## src/rtl/copy_pkg.sv

```systemverilog
package copy_pkg;

  typedef enum logic [2:0] {
    ST_IDLE    = 3'd0,
    ST_RD_REQ  = 3'd1,
    ST_RD_WAIT = 3'd2,
    ST_WRITE   = 3'd3,
    ST_FIN     = 3'd4
  } copy_state_e;

endpackage

```

## src/rtl/copy_arch_regs.sv

```systemverilog
module copy_arch_regs #(
  parameter int ADDR_W = 16,
  parameter int CNT_W  = 16
) (
  input  logic              clk,
  input  logic              rst_n,
  input  logic              load_en,
  input  logic [ADDR_W-1:0] load_src,
  input  logic [ADDR_W-1:0] load_dst,
  input  logic [CNT_W-1:0]  load_cnt,
  input  logic              step,
  output logic [ADDR_W-1:0] src_q,
  output logic [ADDR_W-1:0] dst_q,
  output logic [CNT_W-1:0]  cnt_q,
  output logic              cnt_is_zero,
  output logic              cnt_is_one
);

  localparam logic [ADDR_W-1:0] PTR_INC = ADDR_W'(1);
  localparam logic [CNT_W-1:0]  CNT_DEC = CNT_W'(1);

  always_ff @(posedge clk) begin
    if (!rst_n) begin
      src_q <= '0;
      dst_q <= '0;
      cnt_q <= '0;
    end else if (load_en) begin
      src_q <= load_src;
      dst_q <= load_dst;
      cnt_q <= load_cnt;
    end else if (step) begin
      src_q <= src_q + PTR_INC;
      dst_q <= dst_q + PTR_INC;
      cnt_q <= cnt_q - CNT_DEC;
    end
  end

  assign cnt_is_zero = (cnt_q == '0);
  assign cnt_is_one  = (cnt_q == CNT_DEC);

  AST_STEP_ADVANCE: assert property (@(posedge clk) disable iff (!rst_n)
    step |=> (src_q == $past(src_q) + PTR_INC) && (dst_q == $past(dst_q) + PTR_INC)
             && (cnt_q == $past(cnt_q) - CNT_DEC));

endmodule

```

## src/rtl/copy_seq_fsm.sv

```systemverilog
module copy_seq_fsm
  import copy_pkg::*;
#(
  parameter int DATA_W = 8
) (
  input  logic              clk,
  input  logic              rst_n,
  input  logic              start,
  input  logic              cnt_is_zero,
  input  logic              cnt_is_one,
  input  logic              rd_req_ready,
  input  logic              rd_rsp_valid,
  input  logic [DATA_W-1:0] rd_rsp_data,
  input  logic              wr_ready,
  output logic              busy,
  output logic              done,
  output logic              step,
  output logic              rd_req_valid,
  output logic              rd_rsp_ready,
  output logic              wr_valid,
  output logic [DATA_W-1:0] wr_data
);

  copy_state_e state;
  logic [DATA_W-1:0] byte_q;

  always_ff @(posedge clk) begin
    if (!rst_n) begin
      state  <= ST_IDLE;
      byte_q <= '0;
    end else begin
      case (state)
        ST_IDLE:    if (start) state <= cnt_is_zero ? ST_FIN : ST_RD_REQ;
        ST_RD_REQ:  if (rd_req_ready) state <= ST_RD_WAIT;
        ST_RD_WAIT: if (rd_rsp_valid) begin
                      byte_q <= rd_rsp_data;
                      state  <= ST_WRITE;
                    end
        ST_WRITE:   if (wr_ready) state <= cnt_is_one ? ST_FIN : ST_RD_REQ;
        ST_FIN:     state <= ST_IDLE;
        default:    state <= ST_IDLE;
      endcase
    end
  end

  always_comb begin
    busy         = (state != ST_IDLE);
    done         = (state == ST_FIN);
    rd_req_valid = (state == ST_RD_REQ);
    rd_rsp_ready = (state == ST_RD_WAIT);
    wr_valid     = (state == ST_WRITE);
    step         = (state == ST_WRITE) && wr_ready;
    wr_data      = byte_q;
  end

  AST_ZERO_NO_ACCESS: assert property (@(posedge clk) disable iff (!rst_n)
    (!busy && start && cnt_is_zero) |=> (done && !rd_req_valid && !wr_valid));

  AST_RD_REQ_HOLD: assert property (@(posedge clk) disable iff (!rst_n)
    (rd_req_valid && !rd_req_ready) |=> rd_req_valid);

  AST_WR_HOLD: assert property (@(posedge clk) disable iff (!rst_n)
    (wr_valid && !wr_ready) |=> (wr_valid && $stable(wr_data)));

  AST_DONE_ENDS_BUSY: assert property (@(posedge clk) disable iff (!rst_n)
    done |=> !busy);

endmodule

```

## src/rtl/string_copy_engine.sv

```systemverilog
module string_copy_engine #(
  parameter int ADDR_W = 16,
  parameter int CNT_W  = 16,
  parameter int DATA_W = 8
) (
  input  logic              clk,
  input  logic              rst_n,
  input  logic              load,
  input  logic [ADDR_W-1:0] load_src,
  input  logic [ADDR_W-1:0] load_dst,
  input  logic [CNT_W-1:0]  load_cnt,
  input  logic              start,
  output logic [ADDR_W-1:0] src_ptr,
  output logic [ADDR_W-1:0] dst_ptr,
  output logic [CNT_W-1:0]  count,
  output logic              busy,
  output logic              done,
  output logic              rd_req_valid,
  input  logic              rd_req_ready,
  output logic [ADDR_W-1:0] rd_addr,
  input  logic              rd_rsp_valid,
  output logic              rd_rsp_ready,
  input  logic [DATA_W-1:0] rd_rsp_data,
  output logic              wr_valid,
  input  logic              wr_ready,
  output logic [ADDR_W-1:0] wr_addr,
  output logic [DATA_W-1:0] wr_data
);

  logic load_en;
  logic step;
  logic cnt_is_zero;
  logic cnt_is_one;

  assign load_en = load && !busy;

  copy_arch_regs #(
    .ADDR_W (ADDR_W),
    .CNT_W  (CNT_W)
  ) u_regs (
    .clk         (clk),
    .rst_n       (rst_n),
    .load_en     (load_en),
    .load_src    (load_src),
    .load_dst    (load_dst),
    .load_cnt    (load_cnt),
    .step        (step),
    .src_q       (src_ptr),
    .dst_q       (dst_ptr),
    .cnt_q       (count),
    .cnt_is_zero (cnt_is_zero),
    .cnt_is_one  (cnt_is_one)
  );

  copy_seq_fsm #(
    .DATA_W (DATA_W)
  ) u_fsm (
    .clk          (clk),
    .rst_n        (rst_n),
    .start        (start),
    .cnt_is_zero  (cnt_is_zero),
    .cnt_is_one   (cnt_is_one),
    .rd_req_ready (rd_req_ready),
    .rd_rsp_valid (rd_rsp_valid),
    .rd_rsp_data  (rd_rsp_data),
    .wr_ready     (wr_ready),
    .busy         (busy),
    .done         (done),
    .step         (step),
    .rd_req_valid (rd_req_valid),
    .rd_rsp_ready (rd_rsp_ready),
    .wr_valid     (wr_valid),
    .wr_data      (wr_data)
  );

  assign rd_addr = src_ptr;
  assign wr_addr = dst_ptr;

  AST_DONE_AT_ZERO: assert property (@(posedge clk) disable iff (!rst_n)
    done |-> (count == '0));

  AST_RD_ADDR_HOLD: assert property (@(posedge clk) disable iff (!rst_n)
    (rd_req_valid && !rd_req_ready) |=> $stable(rd_addr));

  AST_WR_ADDR_HOLD: assert property (@(posedge clk) disable iff (!rst_n)
    (wr_valid && !wr_ready) |=> $stable(wr_addr));

  AST_BUSY_BLOCKS_LOAD: assert property (@(posedge clk) disable iff (!rst_n)
    (busy && !step) |=> ($stable(src_ptr) && $stable(count)));

endmodule

```

## config.mk

```make
export PLATFORM = sky130hd
export DESIGN_NAME = string_copy_engine
export DESIGN_NICKNAME = d
export VERILOG_FILES = /design/src/rtl/copy_pkg.sv /design/src/rtl/copy_arch_regs.sv /design/src/rtl/copy_seq_fsm.sv /design/src/rtl/string_copy_engine.sv
export SDC_FILE = /design/constraint.sdc
export NUM_CORES = 1
export LEC_CHECK = 0
export BUFFER_PORTS_ARGS = -buffer_cell sky130_fd_sc_hd__buf_2
export CAP_MARGIN = 20
export CORE_MARGIN = 2
export CORE_UTILIZATION = 42
export DETAILED_ROUTE_END_ITERATION = 8
export MAX_ROUTING_LAYER = met4
export PLACE_DENSITY = 0.77
export SYNTH_ARGS = -nofsm -noshare
export SYNTH_HDL_FRONTEND = slang
export SYNTH_SLANG_ARGS = --single-unit
```

## constraint.sdc

```tcl
create_clock -name clk -period 2 [get_ports clk]
set_clock_uncertainty 0.1 [all_clocks]
set_input_delay 0 -clock clk [delete_from_list [all_inputs] [get_ports clk]]
set_output_delay 0 -clock clk [all_outputs]
set_load 0.02 [all_outputs]
```

==> Word-level counts from Yosys, hierarchy flattened <==
Cells that the tools add are included.
{ "classes": {"n_eq_ne": 9, "n_addsub": 3, "n_reduce_logical": 9, "muxes": 13} }
{ "ops": {"columns": ["op", "n"], "rows": [
  ["two-way mux 16 bit", 6],
  ["adder 16 x 1 -> 16 bit (second input constant)", 2],
  ["two-way mux 3 bit", 6],
  ["equality test 16 x 1 -> 1 bit (second input constant)", 1],
  ["zero test 16 bit", 1],
  ["subtractor 16 x 1 -> 16 bit (second input constant)", 1],
  ["case mux 3 bit (4 select lines)", 1],
  ["equality test 3 x 2 -> 1 bit (second input constant)", 2],
  ["inequality test 2 x 1 -> 1 bit (second input constant)", 2],
  ["inequality test 2 bit (second input constant)", 2],
  ["AND reduction 4 bit", 1],
  ["equality test 3 x 1 -> 1 bit (second input constant)", 1],
  ["equality test 3 bit (second input constant)", 1],
  ["zero test 3 bit", 1],
  ["nonzero test 3 bit", 1],
  ["logical AND 1 bit", 2],
  ["AND reduction 2 bit", 1],
  ["nonzero test 2 bit", 1],
  ["zero test 1 bit", 1]
]} }
{ "word_totals": {"output_inout_bits": 93, "reg_bits": 59, "word_cells": 39, "in_bits": 63} }

==> Depth between registers and ports, before layout <==
{ "logic_depth": {"word_depth": 4, "depth_mapped": 7} }

==> By module <==
From an unflattened synthesis, not the netlist that was laid out.
{ "unflattened": {"cells_unflattened": 421, "hier_area_um2": 3438.3} }
{ "by_module_without_submodules": {"columns": ["module", "area_per_inst_um2", "cells_per_inst", "instances", "seq_area_each_um2"], "rows": [
  ["copy_arch_regs", 2628.8, 332, 1, 960.9],
  ["copy_seq_fsm", 555.5, 56, 1, 220.2],
  ["string_copy_engine", 254.0, 33, 1, 0.0]
]} }

==> Worst setup path before layout <==
Ideal clock, no wire load.
{ "synth_timing": {"kind": "reg2reg", "from": "register u_regs.cnt_q[7]", "to": "register u_fsm.state[0]", "path_stages_with_launch": 6, "setup_time_ns": 0.119, "period_less_slack_ns": 2.008, "slack_ns": -0.008, "t_arrival_ns": 1.789, "cell_sequence": "dfxtp_1 > or4_4 > nand2b_4 > nor4b_4 > a41oi_1 > o221a_1"} }
{ "synth_via": {"elab_chain_len": 4, "word_cells_on_any_way": 7, "classes_between": "eq/ne (1); mux (5); reduce/logical (1)"} }
{ "synth_rtl": {"columns": ["item", "line", "text"], "rows": [
  ["start, declared", "copy_arch_regs.sv:14", "output logic [CNT_W-1:0] cnt_q,"],
  ["start signal, assigned", "copy_arch_regs.sv:30", "cnt_q <= load_cnt;"],
  ["start signal, assigned", "copy_arch_regs.sv:34", "cnt_q <= cnt_q - CNT_DEC;"],
  ["equality test 16 x 1 -> 1 bit / zero test 16 bit (equally long branches)", "copy_arch_regs.sv:39, copy_arch_regs.sv:38", null],
  ["two-way mux 3 bit, on equally long branches (2 in a row)", "copy_seq_fsm.sv:39, copy_seq_fsm.sv:33", null],
  ["case mux 3 bit (4 select lines) *", "copy_seq_fsm.sv:32", "case (state)"],
  ["end signal, assigned", "copy_seq_fsm.sv:33", "ST_IDLE: if (start) state <= cnt_is_zero ? ST_FIN : ST_RD_REQ;"],
  ["end signal, assigned", "copy_seq_fsm.sv:39", "ST_WRITE: if (wr_ready) state <= cnt_is_one ? ST_FIN : ST_RD_REQ;"],
  ["end, declared", "copy_seq_fsm.sv:24", "copy_state_e state;"]
]} }
Every way passes the cells marked *; elsewhere a longest branch is shown, timed or not. The select of a mux whose other input is x is not followed.
A chain may end at the register's enable or synchronous reset.

==> Worst setup path in the final report <==
Ends and elaborated chain as after synthesis.

==> flow_metrics.tcl <==
set metrics [dict create \
    worst_ir_drop_vdd_v 0.000431 \
    fin_crit_ps 1950 \
    power.total_w 0.00436 \
    syn_inst 387 \
    worstHoldPathCells 4 \
    ys_ff_latch 59 \
    synth_top_area_share_pct 36.3 \
    grt_pass1_wl_um 16100 \
    max_freq_mhz 514 \
    crit_buf_inv 0 \
    synth_commonest_cells "dfxtp_1 (59), o21ai_0 (42), a21oi_1 (37)" \
    n_fill_cell 633 \
    place_hpwl_um 6330 \
    status "complete, no violations" \
    overflow 0 \
    grt_pass1_vias 3473 \
    drive_gt1_share_pct 35.0 \
    tightest_slew_ps 454 \
    slowest_delay_ps 570 \
    viasPerCell 5.12 \
    gp_congestion 0.837 \
    yosysSeqAreaShare_pct 36.3 \
    synth_ff_type "dfxtp_1" \
    cts-root-buf "clkbuf_8" \
    p_leak_nw 2.21 \
    cts_buffer_depth 2 \
    detail_route.wl_per_cell_um 14.8 \
    grt.total_usage_pct 24.6 \
    clkLatencyLatePin_ps 340 \
    cts_max_level 3 \
    ys_warn_count 0 \
    drtPass1Iterations 4 \
    slowest_stage "or4_4" \
    die_x_um 92.0 \
    setup.worst_path.class "reg -> reg" \
    synth_area_per_cell_um2 8.40 \
    synth_edf_count 0 \
    route.detailed.drc 0 \
    rows 32 \
    drt_iter0_drc 99 \
    antenna_found_initial 0 \
    initial_utilization_pct 42.7 \
    nets 651 \
    power_density_mw_per_mm2 888 \
    whs_endpoint "u_regs.src_q[15]" \
    timing.final.hold_violations 0 \
    antenna_left 0 \
    die_y_um 92.0 \
    worst_setup_path_end_kind "flop" \
    async_flop_share_pct 0 \
    ys_top_cells_by_area "dfxtp_1 (36%), buf_4 (7.6%), o21ai_0 (6.5%), a21oi_1 (5.7%), xor2_1 (5.1%)" \
    clock_sinks 59 \
    areaGrowthSynthToFinish_pct 50.9 \
    worstReg2RegEnd "u_fsm.state[0]" \
    hold_path.class "in -> reg" \
    synth_most_common_cell "dfxtp_1" \
    fin_crit_sh_pct 97.3 \
    worstPathRequired_ps 2120 \
    crit_family "simple AND/OR/NAND/NOR gates" \
    boundaryPins 156 \
    setup-violations-final 0 \
    cts_buffers 9 \
    synth.largest_area_cell "dfxtp_1" \
    cp_max_fo 5 \
    reg2reg_depth 5 \
    vias 3538 \
    cp-start-kind "flop" \
    holdCritStartpoint "load_src[15]" \
    grt_max_degree 41 \
    io_buffers 155 \
    cts_tree "done" \
    dieArea_mm2 0.00846 \
    rrSetupSlack_ps 50 \
    clk_pin_slew_ps 70 \
    routed_wl_um 10300 \
    syn_nets 454 \
    arrival_ps 2070 \
    synth_area_mm2 0.00325 \
    fin_tns_setup_ps 0 \
    cp_cell_sequence "or4_4 -> nand2b_4 -> nor4b_4 -> a41oi_1 -> o221a_1" \
    core_area_mm2 0.00761 \
    synthDistinctLibCells 41 \
    slew_headroom_pct 69.7 \
    antenna_cells 0 \
    r2r_start "u_regs.cnt_q[7]" \
    drv_cap 0 \
    drv_slew 0 \
]
[what timing repair did]
| item | 4_1_cts | 5_1_grt |
|---|---|---|
| gates resized for setup | 0 | 5 |
| buffers inserted | 0 | 0 |
| hold buffers | 63 | 0 |
| hold endpoints to repair | 59 | 0 |
| setup endpoints to repair | 0 | 5 |
[tightest hold or removal path, delay by kind of cell]
family	cells	cell delay [ps]
AO/OA/AOI/OAI	1	70
AND/OR/NAND/NOR	1	50
buffers and inverters	2	620
[where the power goes]
part | switching (W) | total (W) | leakage [nW] | internal [W]
registers | 0.000183 | 0.00152 | 0.487 | 0.00134
logic | 0.000872 | 0.00149 | 1.60 | 0.000615
clock network | 0.000493 | 0.00135 | 0.123 | 0.000858
total | 0.00155 | 0.00436 | 2.21 | 0.00281
[cells in the final DEF, fill, tap and decap left out, drive strengths merged, types with 3 or more instances in the layout]
master / instances
xor2: 19
nand4: 9
nor2b: 10
ha: 4
buf: 179
nor4: 4
clkbuf: 11
o21ai: 42
and2: 8
a21oi: 37
a211oi: 4
nand2: 21
o211ai: 5
a21boi: 10
inv: 5
bufinv: 3
nor2: 15
nand3: 15
dlygate4sd3: 63
and4: 6
nor3: 11
dfxtp: 59
xnor2: 13
mux2i: 10
[cells by family (layout without fill, tap and decap cells)]
kind of cell             after synthesis  count (layout)  synth area share [%]
adder cells (fa/ha/maj)                4               4                  1.54
flip-flops                            59              59                  36.3
XOR/XNOR                              32              32                  8.62
AO/OA/AOI/OAI                        106             106                  18.9
multiplexers                          12              12                  3.77
buffers and inverters                 61             263                  11.0
AND/OR/NAND/NOR                      113             113                  19.8
[sequential cells by signal, summed over array words and instances (netlist names)]
register       count
u_regs.cnt_q      16
u_regs.dst_q      16
u_fsm.wr_data      8
u_regs.src_q      16
u_fsm.state        3
[layout make-up]
type | count | area (um2) | share of cell area [%]
tap | 102 | 128 | 2.60
clock inverter | 5 | 100 | 2.04
sequential | 59 | 1180 | 24.1
multi-input combinational | 267 | 1740 | 35.4
inverter | 5 | 18.8 | 0.383
timing repair buffer | 242 | 1600 | 32.6
clock buffer | 11 | 141 | 2.88
[worst max path at each step]
| stage | from | end | slack [ps] | cells past startpoint |
|---|---|---|---|---|
| after floorplan | u_regs.cnt_q[8] | u_fsm.state[0] | 30 | 5 |
| after global placement | u_regs.cnt_q[7] | u_fsm.state[0] | 90 | 5 |
| after detailed placement | u_regs.cnt_q[7] | u_fsm.state[0] | 40 | 5 |
| after CTS | u_regs.cnt_q[7] | u_fsm.state[0] | 30 | 5 |
| after global routing | u_regs.cnt_q[10] | u_fsm.state[0] | -20 | 6 |
| final | u_regs.cnt_q[7] | u_fsm.state[0] | 50 | 5 |
[stage by stage]
| step | setup slack, ps | utilization [%] | hold slack, ps | instance area (um2) | cells |
|---|---|---|---|---|---|
| global route | -15.9 | 64.5 | 367 | 4910 | 691 |
| detailed placement | 42.6 | 52.7 | 151 | 4010 | 612 |
| floorplan | 25.5 | - | 30.4 | 3250 | 387 |
| finish | 54.0 | 64.5 | 351 | 4910 | 691 |
| global placement | 85.2 | 52.7 | 131 | 4010 | 612 |
| CTS | 30.7 | 64.2 | 338 | 4880 | 691 |
[layer usage]
layer | up-vias | global-route usage (%) | routed length [um]
li1 | 1734 | - | -
met1 | 1645 | 27.2 | 4120
met2 | 134 | 43.5 | 5380
met3 | 25 | 5.34 | 507
met4 | 0 | 9.20 | 252
met5 | - | - | 0
(Power assumes the default switching activity.)
